==> config.mk <==
export PLATFORM = sky130hd
export DESIGN_NAME = twi_regbank
export DESIGN_NICKNAME = d
export VERILOG_FILES = /design/src/rtl/twi_pkg.sv /design/src/rtl/twi_line_sync.sv /design/src/rtl/twi_regfile.sv /design/src/rtl/twi_proto.sv /design/src/rtl/twi_regbank.sv
export SDC_FILE = /design/constraint.sdc
export NUM_CORES = 1
export LEC_CHECK = 0
export ABC_AREA = 1
export BUFFER_PORTS_ARGS = -buffer_cell sky130_fd_sc_hd__clkbuf_2
export CAP_MARGIN = 5
export CORE_ASPECT_RATIO = 2
export CORE_MARGIN = 2
export CORE_UTILIZATION = 40
export DETAILED_ROUTE_END_ITERATION = 10
export HOLD_SLACK_MARGIN = 0.05
export PLACE_DENSITY = 0.57
export REMOVE_ABC_BUFFERS = 1
export SLEW_MARGIN = 0
export SYNTH_ARGS = -nofsm -noshare
export SYNTH_HDL_FRONTEND = slang
export SYNTH_HIERARCHICAL = 1
export SYNTH_SLANG_ARGS = --single-unit
==> constraint.sdc <==
create_clock -name clk -period 2.1 [get_ports clk]
set_input_delay 0.105 -clock clk [delete_from_list [all_inputs] [get_ports clk]]
set_output_delay 0.105 -clock clk [all_outputs]
set_load 0.005 [all_outputs]
==> src/rtl/twi_pkg.sv <==
package twi_pkg;

   typedef enum logic [2:0] {
      PH_IDLE,
      PH_RX,
      PH_RACK,
      PH_TX,
      PH_MACK
   } phase_t;

   typedef enum logic [1:0] {
      RL_ADDR,
      RL_CMD,
      RL_CNT,
      RL_DATA
   } role_t;

   localparam int NOUT = 9;

   // power-up contents of each register
   function automatic logic [7:0] reg_default(input int idx);
      logic [7:0] v;
      case (idx)
         1:       v = 8'h17;
         2:       v = 8'hF8;
         3:       v = 8'h08;
         4:       v = 8'h06;
         5:       v = 8'hD8;
         default: v = 8'h00;
      endcase
      return v;
   endfunction

   // flat bit position in the register vector that drives enable line k
   function automatic int en_bit_pos(input int k);
      int p;
      case (k)
         0:       p = 8 + 4;
         1:       p = 8 + 2;
         2:       p = 8 + 1;
         3:       p = 8 + 0;
         default: p = 16 + 7 - (k - 4);
      endcase
      return p;
   endfunction

endpackage

==> src/rtl/twi_line_sync.sv <==
module twi_line_sync #(
   parameter int STAGES        = 2,
   parameter bit GLITCH_FILTER = 1'b1
) (
   input  logic clk,
   input  logic rst_n,
   input  logic scl_i,
   input  logic sda_i,
   output logic scl_s,
   output logic sda_s,
   output logic scl_rise,
   output logic scl_fall,
   output logic start_det,
   output logic stop_det
);

   logic [STAGES-1:0] scl_ch;
   logic [STAGES-1:0] sda_ch;
   logic              scl_q;
   logic              sda_q;

   generate
      if (STAGES < 2) begin : g_bad_stages
         $error("twi_line_sync: STAGES must be at least 2");
      end
   endgenerate

   always_ff @(posedge clk or negedge rst_n) begin
      if (!rst_n) begin
         scl_ch <= '1;
         sda_ch <= '1;
      end else begin
         scl_ch <= {scl_ch[STAGES-2:0], scl_i};
         sda_ch <= {sda_ch[STAGES-2:0], sda_i};
      end
   end

   generate
      if (GLITCH_FILTER) begin : g_filt
         logic scl_f;
         logic sda_f;
         always_ff @(posedge clk or negedge rst_n) begin
            if (!rst_n) begin
               scl_f <= 1'b1;
               sda_f <= 1'b1;
            end else begin
               if (scl_ch[STAGES-1] == scl_ch[STAGES-2]) scl_f <= scl_ch[STAGES-1];
               if (sda_ch[STAGES-1] == sda_ch[STAGES-2]) sda_f <= sda_ch[STAGES-1];
            end
         end
         assign scl_s = scl_f;
         assign sda_s = sda_f;
      end else begin : g_raw
         assign scl_s = scl_ch[STAGES-1];
         assign sda_s = sda_ch[STAGES-1];
      end
   endgenerate

   always_ff @(posedge clk or negedge rst_n) begin
      if (!rst_n) begin
         scl_q <= 1'b1;
         sda_q <= 1'b1;
      end else begin
         scl_q <= scl_s;
         sda_q <= sda_s;
      end
   end

   assign scl_rise  = scl_s & ~scl_q;
   assign scl_fall  = ~scl_s & scl_q;
   assign start_det = scl_s & scl_q & sda_q & ~sda_s;
   assign stop_det  = scl_s & scl_q & ~sda_q & sda_s;

endmodule

==> src/rtl/twi_regfile.sv <==
module twi_regfile #(
   parameter int NREG = 6,
   parameter int IW   = 7
) (
   input  logic               clk,
   input  logic               rst_n,
   input  logic               we,
   input  logic [IW-1:0]      waddr,
   input  logic [7:0]         wdata,
   input  logic [IW-1:0]      raddr,
   output logic [7:0]         rdata,
   output logic [NREG*8-1:0]  reg_q
);

   generate
      for (genvar g = 0; g < NREG; g++) begin : g_reg
         logic [7:0] q;
         always_ff @(posedge clk or negedge rst_n) begin
            if (!rst_n)                          q <= twi_pkg::reg_default(g);
            else if (we && waddr == IW'(g))      q <= wdata;
         end
         assign reg_q[g*8 +: 8] = q;
      end
   endgenerate

   // indexes past the bank read as zero
   always_comb begin
      rdata = '0;
      for (int i = 0; i < NREG; i++) begin
         if (raddr == IW'(i)) rdata = reg_q[i*8 +: 8];
      end
   end

endmodule

==> src/rtl/twi_proto.sv <==
module twi_proto
   import twi_pkg::*;
#(
   parameter logic [6:0] ADDR7   = 7'h6B,
   parameter int         IW      = 7,
   parameter int         CNT_REG = 4
) (
   input  logic          clk,
   input  logic          rst_n,
   input  logic          scl_rise,
   input  logic          scl_fall,
   input  logic          sda_s,
   input  logic          start_det,
   input  logic          stop_det,
   input  logic [7:0]    rdata,
   output logic          sda_oe,
   output logic          we,
   output logic [IW-1:0] waddr,
   output logic [7:0]    wdata,
   output logic [IW-1:0] raddr,
   output logic          idle
);

   phase_t        ph;
   role_t         role;
   logic [7:0]    sh;
   logic [3:0]    nbit;
   logic          rd_mode;
   logic          blk;
   logic          first_pending;
   logic          mnack;
   logic [IW-1:0] ptr;
   logic [7:0]    remain;

   // the count register stands in for the index on the first byte of a block read
   assign raddr = (first_pending && blk) ? IW'(CNT_REG) : ptr;
   assign idle  = (ph == PH_IDLE);

   always_ff @(posedge clk or negedge rst_n) begin
      if (!rst_n) begin
         ph            <= PH_IDLE;
         role          <= RL_ADDR;
         sh            <= '0;
         nbit          <= '0;
         rd_mode       <= 1'b0;
         blk           <= 1'b0;
         first_pending <= 1'b0;
         mnack         <= 1'b0;
         ptr           <= '0;
         remain        <= '0;
         sda_oe        <= 1'b0;
         we            <= 1'b0;
         waddr         <= '0;
         wdata         <= '0;
      end else begin
         we <= 1'b0;
         if (start_det) begin
            ph     <= PH_RX;
            role   <= RL_ADDR;
            nbit   <= '0;
            sda_oe <= 1'b0;
         end else if (stop_det) begin
            ph     <= PH_IDLE;
            sda_oe <= 1'b0;
         end else begin
            case (ph)
               PH_RX: begin
                  if (scl_rise && nbit != 4'd8) begin
                     sh   <= {sh[6:0], sda_s};
                     nbit <= nbit + 4'd1;
                  end else if (scl_fall && nbit == 4'd8) begin
                     nbit   <= '0;
                     ph     <= PH_RACK;
                     sda_oe <= 1'b1;
                     case (role)
                        RL_ADDR: begin
                           if (sh[7:1] == ADDR7) begin
                              rd_mode       <= sh[0];
                              first_pending <= sh[0];
                           end else begin
                              ph     <= PH_IDLE;
                              sda_oe <= 1'b0;
                           end
                        end
                        RL_CMD: begin
                           blk    <= sh[7];
                           ptr    <= sh[IW-1:0];
                           remain <= sh[7] ? 8'd0 : 8'd1;
                        end
                        RL_CNT: remain <= sh;
                        default: begin
                           if (remain != 8'd0) begin
                              we     <= 1'b1;
                              waddr  <= ptr;
                              wdata  <= sh;
                              ptr    <= ptr + 1'b1;
                              remain <= remain - 8'd1;
                           end
                        end
                     endcase
                  end
               end
               PH_RACK: begin
                  if (scl_fall) begin
                     sda_oe <= 1'b0;
                     if (role == RL_ADDR && rd_mode) begin
                        sda_oe        <= ~rdata[7];
                        sh            <= {rdata[6:0], 1'b0};
                        nbit          <= 4'd1;
                        ph            <= PH_TX;
                        first_pending <= 1'b0;
                        if (!(first_pending && blk)) ptr <= ptr + 1'b1;
                     end else begin
                        ph <= PH_RX;
                        case (role)
                           RL_ADDR: role <= RL_CMD;
                           RL_CMD:  role <= blk ? RL_CNT : RL_DATA;
                           default: role <= RL_DATA;
                        endcase
                     end
                  end
               end
               PH_TX: begin
                  if (scl_fall) begin
                     if (nbit == 4'd8) begin
                        sda_oe <= 1'b0;
                        ph     <= PH_MACK;
                     end else begin
                        sda_oe <= ~sh[7];
                        sh     <= {sh[6:0], 1'b0};
                        nbit   <= nbit + 4'd1;
                     end
                  end
               end
               PH_MACK: begin
                  if (scl_rise) begin
                     mnack <= sda_s;
                  end else if (scl_fall) begin
                     if (mnack) begin
                        ph <= PH_IDLE;
                     end else begin
                        sda_oe <= ~rdata[7];
                        sh     <= {rdata[6:0], 1'b0};
                        nbit   <= 4'd1;
                        ph     <= PH_TX;
                        ptr    <= ptr + 1'b1;
                     end
                  end
               end
               default: ;
            endcase
         end
      end
   end

endmodule

==> src/rtl/twi_regbank.sv <==
module twi_regbank #(
   parameter logic [6:0] ADDR7         = 7'h6B,
   parameter int         NREG          = 6,
   parameter int         CNT_REG       = 4,
   parameter int         SYNC_STAGES   = 2,
   parameter bit         GLITCH_FILTER = 1'b1
) (
   input  logic                  clk,
   input  logic                  rst_n,
   input  logic                  scl_i,
   input  logic                  sda_i,
   output logic                  sda_oe,
   output logic [NREG*8-1:0]     reg_q,
   output logic [twi_pkg::NOUT-1:0] out_en
);

   localparam int IW = 7;

   logic          scl_s, sda_s, scl_rise, scl_fall, start_det, stop_det;
   logic          wr_en, proto_idle;
   logic [IW-1:0] wr_addr, rd_addr;
   logic [7:0]    wr_data, rd_data;

   generate
      if (NREG <= CNT_REG || NREG < 3 || NREG > (1 << IW)) begin : g_bad_nreg
         $error("twi_regbank: NREG must hold the count and enable registers");
      end
   endgenerate

   twi_line_sync #(
      .STAGES        (SYNC_STAGES),
      .GLITCH_FILTER (GLITCH_FILTER)
   ) u_sync (
      .clk       (clk),
      .rst_n     (rst_n),
      .scl_i     (scl_i),
      .sda_i     (sda_i),
      .scl_s     (scl_s),
      .sda_s     (sda_s),
      .scl_rise  (scl_rise),
      .scl_fall  (scl_fall),
      .start_det (start_det),
      .stop_det  (stop_det)
   );

   twi_proto #(
      .ADDR7   (ADDR7),
      .IW      (IW),
      .CNT_REG (CNT_REG)
   ) u_proto (
      .clk       (clk),
      .rst_n     (rst_n),
      .scl_rise  (scl_rise),
      .scl_fall  (scl_fall),
      .sda_s     (sda_s),
      .start_det (start_det),
      .stop_det  (stop_det),
      .rdata     (rd_data),
      .sda_oe    (sda_oe),
      .we        (wr_en),
      .waddr     (wr_addr),
      .wdata     (wr_data),
      .raddr     (rd_addr),
      .idle      (proto_idle)
   );

   twi_regfile #(
      .NREG (NREG),
      .IW   (IW)
   ) u_regs (
      .clk   (clk),
      .rst_n (rst_n),
      .we    (wr_en),
      .waddr (wr_addr),
      .wdata (wr_data),
      .raddr (rd_addr),
      .rdata (rd_data),
      .reg_q (reg_q)
   );

   generate
      for (genvar k = 0; k < twi_pkg::NOUT; k++) begin : g_en
         assign out_en[k] = reg_q[twi_pkg::en_bit_pos(k)];
      end
   endgenerate

endmodule

## After elaboration in Yosys (flattened, before gate mapping)

Cells that the tools add are included.

- Input bits: 4
- Register bits after elaboration: 109
- Output and inout port bits: 58

- Multiplexer cells: 91
- $add $sub $neg: 3
- Bitwise operators: 18
- Reduce and logical (&&, ||, !) cells: 36
- Equality and inequality tests: 54

Operator list:

| kind | number |
|---|---|
| $mux 8 | 15 |
| $mux 7 | 10 |
| $mux 4 | 11 |
| $pmux 8 s4 | 1 |
| $mux 3 | 10 |
| $eq 7x2->1 const B | 4 |
| $eq 7x3->1 const B | 4 |
| $mux 1 | 28 |
| $pmux 8 s3 | 1 |
| $pmux 7 s3 | 1 |
| $reduce_and 7->1 | 3 |
| $ne 4x3->1 const B | 5 |
| $mux 2 | 8 |
| $ne 2x1->1 const B | 8 |
| $ne 2x2->1 const B | 8 |
| $ne 4x4->1 const B | 4 |
| $pmux 4 s4 | 1 |
| $reduce_and 8->1 | 2 |
| $eq 7x1->1 const B | 2 |
| $logic_not 7->1 | 2 |
| $pmux 7 s2 | 1 |
| $reduce_and 13->1 | 1 |
| $ne 3x2->1 const B | 4 |
| $pmux 3 s4 | 1 |
| other kinds (34) | 67 |

## Depth between registers and ports, before layout

- Depth after elaboration: 16
- Mapped depth: 16
- Mapped depth without buffers: 15

## By module

Netlist, hierarchy kept.

Modules (own cells, without submodules):

| module | area an instance (um^2) | sequential area each (um^2) | instances | cells each |
|---|---|---|---|---|
| twi_proto | 3,213.1 | 1,326.3 | 1 | 457 |
| twi_regfile | 2,472.4 | 1,221.2 | 1 | 317 |
| twi_line_sync | 275.3 | 210.2 | 1 | 23 |
| twi_regbank | 67.6 | 0.0 | 1 | 9 |

## Least setup slack after synthesis

No wires, ideal clock.

- Path kind: reg2reg
- Start: register u_proto.first_pending
- End: register u_proto.sda_oe
- Path slack: 239 ps
- Data arrival time: 1,745 ps
- Stages on the path, launching flop included: 13
- Setup time: 116 ps
- Required time: 1,984 ps
- Cells stage by stage: dfrtp_1 -> nand2_1 -> inv_1 -> nor2_1 -> nand2_1 -> nor3_1 -> nand2_1 -> nand4_1 -> a21oi_1 -> a21oi_1 -> nor2_1 -> nand2_1 -> nand2_1

- Longest elaborated chain between the ends: 16

Ends and longest elaborated chain:

| item | line | source |
|---|---|---|
| start: declaration | twi_proto.sv:30 | `logic first_pending;` |
| start signal: assignment | twi_proto.sv:79 | `first_pending <= sh[0];` |
| $logic_and 1x1->1 * | twi_proto.sv:36 | `assign raddr = (first_pending && blk) ? IW'(CNT_REG) : ptr;` |
| $mux 7 * | twi_proto.sv:36 |  |
| net rd_addr[0] | twi_regbank.sv:21 | `logic [IW-1:0] wr_addr, rd_addr;` |
| $logic_not 7->1 | twi_regfile.sv:30 | `if (raddr == IW'(i)) rdata = reg_q[i*8 +: 8];` |
| $mux 8 (5 in series) | twi_regfile.sv:30 |  |
| $mux 8 * | twi_regfile.sv:30 |  |
| net rd_data[7] | twi_regbank.sv:22 | `logic [7:0] wr_data, rd_data;` |
| $not 1->1 * | twi_proto.sv:107, twi_proto.sv:142 |  |
| $mux 1 | twi_proto.sv:139 | `if (mnack) begin` |
| $mux 1 | twi_proto.sv:138 | `end else if (scl_fall) begin` |
| $mux 1 | twi_proto.sv:136 | `if (scl_rise) begin` |
| $pmux 1 s4 * | twi_proto.sv:66 | `case (ph)` |
| $mux 1 * | twi_proto.sv:62 | `end else if (stop_det) begin` |
| $mux 1 * | twi_proto.sv:57 | `if (start_det) begin` |
| end signal: assignment | twi_proto.sv:107 | `sda_oe <= ~rdata[7];` |
| end signal: assignment | twi_proto.sv:129 | `sda_oe <= ~sh[7];` |
| end signal: assignment | twi_proto.sv:142 | `sda_oe <= ~rdata[7];` |
| end: declaration | twi_proto.sv:16 | `output logic sda_oe,` |

The timed path passes the listed nets; every way through them passes the cells marked *. The select of a mux whose other input is x is not followed.
A chain may end at the register's enable or synchronous reset.

## Worst setup path after layout

- Start: register u_proto.nbit[1]
- End: register u_proto.remain[5]

- Longest elaborated chain between the ends: 4

Ends and longest elaborated chain:

| item | line | source |
|---|---|---|
| start: declaration | twi_proto.sv:27 | `logic [3:0] nbit;` |
| start signal: assignment | twi_proto.sv:70 | `nbit <= nbit + 4'd1;` |
| start signal: assignment | twi_proto.sv:131 | `nbit <= nbit + 4'd1;` |
| $ne 4x4->1 | twi_proto.sv:68 | `if (scl_rise && nbit != 4'd8) begin` |
| $logic_and 1x1->1 | twi_proto.sv:68 |  |
| $not 1->1 (no source line) | n/a |  |
| $reduce_and 7->1 (no source line) * | n/a |  |
| end signal: assignment | twi_proto.sv:88 | `remain <= sh[7] ? 8'd0 : 8'd1;` |
| end signal: assignment | twi_proto.sv:90 | `RL_CNT: remain <= sh;` |
| end signal: assignment | twi_proto.sv:97 | `remain <= remain - 8'd1;` |
| end: declaration | twi_proto.sv:33 | `logic [7:0] remain;` |

Every way passes the cells marked *; elsewhere a longest branch is shown, timed or not.

==> summary.txt <==
Status
  – Outcome: completed

Critical path
  – Worst R2R Setup Slack: 0.18 ns
  – Data required time of the critical path: 2.35 ns
  – CP max stage delay: 0.41 ns
  – Largest delay share family, worst path: simple AND/OR/NAND/NOR gates
  – Worst Reg2Reg Path Length in Cells: 11
  – Worst R2R End: u_proto/remain[5]$_DFFE_PN0P_
  – Buf/Inv on CP: 2
  – Setup crit start kind: flip-flop
  – Critical-path cell list: inv_1 -> ha_1 -> nand3_1 -> nor2_1 -> nand3_2 -> nor2_2 -> nand2_2 -> inv_1 -> nand2_1 -> nand2_1 -> nand2_1
  – Worst path most repeated cell: nand2_1
  – CP Capture Type: flip-flop
  – Worst r2r src: u_proto/nbit[1]$_DFFE_PN0P_
  – Worst EP arrival: 2.17 ns
  – CP max FO: 10
  – Crit Path Class: flip-flop to flip-flop
  – Slowest CP cell: dfrtp_1

Layout
  – Synth-to-Final Area Change: 17.4%
  – Final non-filler cell total: 1092
  – Non-Filler Cell Area, Final: 7070 um2
  – Ant diodes: 0
  – Total Nets Final: 906
  – Layout cell share with drive strength beyond 1: 19.4%

Floorplan
  – # IOs: 62
  – Die ar.: 16100 um2
  – Die Span Y: 178 um
  – Placeable Area: 14800 um2
  – Die X: 90.8 um
  – FP Rows: 63
  – Initial core utilization: 40.7%

Clock tree
  – Root buf cell: clkbuf_16
  – Maximum clock insertion buffer count: 2
  – Worst-skew pair later-pin latency: 0.36 ns
  – Worst-path clk slew: 0.07 ns
  – CTS tree: built
  – CTS HTree Levels: 3
  – Clock sinks: 109
  – TritonCTS Buffers: 9

STA
  – Final period util: 91.4%
  – Post-layout min period: 1.92 ns
  – Slew headroom: 68.1%
  – Final hold slack: 0.230 ns
  – Worst Clk Skew: 0.00849 ns
  – Slew Limit Fails: 0
  – Final Hold Fails: 0
  – Achievable frequency: 521 MHz
  – RSZ-0062 raised after global routing: false
  – Worst-margin pin slew: 0.477 ns
  – Final setup violation count: 0
  – Worst setup margin: 0.181 ns

Worst hold path
  – Min-delay worst type: input pin to async pin

Run
  – Max-capacitance violation count: 0

Detailed routing
  – Vias per Instance: 5.03
  – TritonRoute pass-1 iters: 7
  – Remaining antenna violation count after routing: 0
  – Iter 0 DRT Violations: 264
  – Via count: 5491
  – Routed len/inst: 15.9 um
  – Drc violations: 0
  – Post-Route WL: 17300 um

Place
  – Routability congestion estimate from global placement: 0.932
  – DP Area: 6680 um2
  – Dpl cells: 1068
  – Input/output buffers: 61
  – Dpl ws: 0.0174 ns
  – Dpl hpwl: 13600 um

Power and ir drop
  – Power Dens Cells: 656 nW/um2
  – Peak VDD IR: 404 uV
  – Power Total: 0.00464 W
  – Leakage: 3.57 nW

Global route
  – All-Layer GR Usage: 22.2%
  – First-pass GRT wire length: 27500 um
  – Total grt overflow: 0
  – Number of antenna violations at the first check in global routing: 0
  – Vias in the first global route: 5252
  – Pin count of the biggest net entering global routing: 53

Logic synthesis
  – Avg Synthesized Cell Area: 7.48 um2
  – Yosys warnings: 6
  – Area of the mapped netlist: 6020 um2
  – Post-synthesis instance total: 805
flip-flops by register name (all words and copies together) (netlist names), 2 cells and up:
name,count
u_proto/waddr,7
u_proto/remain,8
u_proto/wdata,8
u_sync/sda_ch,2
u_proto/nbit,4
u_proto/sh,8
u_proto/role,2
u_regs/g.q,48
u_proto/ph,3
u_sync/scl_ch,2
u_proto/ptr,7
layout by cell type, fill, tap and decap left out, types with 5 or more instances in the layout:
cell type / count
nand2_1: 248
inv_1: 86
dfrtp_1: 85
nand3_1: 84
o21ai_0: 81
nor2_1: 71
clkbuf_2: 60
buf_4: 31
dfstp_2: 24
nand4_1: 10
ha_1: 10
clkbuf_16: 9
nor2_2: 9
a21oi_1: 9
nand2_2: 8
nor3_1: 8
inv_2: 7
o21a_1: 7
o21ai_1: 5
through the flow:
step	util (%)	TNS [ns]
after global routing	47.7	0
after detailed placement	45.1	0
after CTS	47.4	0
after floorplan	-	-0.0103
final	47.7	0
after global placement	45.1	0
worst reg2reg max path: cells and delay by family (launching register included):
kind          cells  cell delay, ns
simple gates      8            1.03
flops             1            0.41
buf+inv           2            0.23
fa+ha+maj         1            0.15
worst max-delay path by stage:
stage / slack, ns / end / depth (start not counted) / from
6_report: 0.18 / u_proto/remain[5]$_DFFE_PN0P_ / 11 / u_proto/nbit[1]$_DFFE_PN0P_
5_1_grt: 0.005 / u_proto/remain[5]$_DFFE_PN0P_ / 11 / u_sync/scl_q$_DFF_PN1_
4_1_cts: 0.11 / u_proto/sda_oe$_DFFE_PN0P_ / 14 / u_proto/blk$_DFFE_PN0P_
3_5_place_dp: 0.02 / u_proto/sda_oe$_DFFE_PN0P_ / 14 / u_proto/blk$_DFFE_PN0P_
3_3_place_gp: 0.08 / u_proto/sda_oe$_DFFE_PN0P_ / 14 / u_proto/first_pending$_DFFE_PN0P_
2_1_floorplan: -0.01 / u_proto/sda_oe$_DFFE_PN0P_ / 15 / u_proto/first_pending$_DFFE_PN0P_
metal layers:
layer	GRT usage (%)	part of all wire, %	up-vias
met5	0	0	-
met4	11.6	4.3	0
met3	3.10	3.2	41
met2	45.2	58	147
met1	20.7	34	2549
li1	-	-	2754
power breakdown:
| group | total [W] | internal (W) | switching (W) | leakage [nW] |
|---|---|---|---|---|
| Sequential | 0.00225 | 0.00218 | 0.0000650 | 1.43 |
| Combinational | 0.000637 | 0.000213 | 0.000424 | 1.99 |
| Clock | 0.00175 | 0.000961 | 0.000791 | 0.146 |
final cells by class:
| cell class | instances | area, um2 |
|---|---|---|
| Tap cell | 195 | 244 |
| Clock buffer | 11 | 243 |
| Fill cell | 1582 | 7750 |
| Timing Repair Buffer | 98 | 634 |
| Inverter | 93 | 349 |
| Multi-Input combinational cell | 581 | 2780 |
| Sequential cell | 109 | 2760 |
| Clock inverter | 5 | 60.1 |
what timing repair did:
action	4_1_cts	5_1_grt
hold endpoints to repair	32	0
pin swaps	0	2
endpoints found under the setup margin	1	11
hold buffers	3	0
gates resized for setup	1	6
setup buffers	0	5
Note: power is estimated with default switching activity, not from simulation.
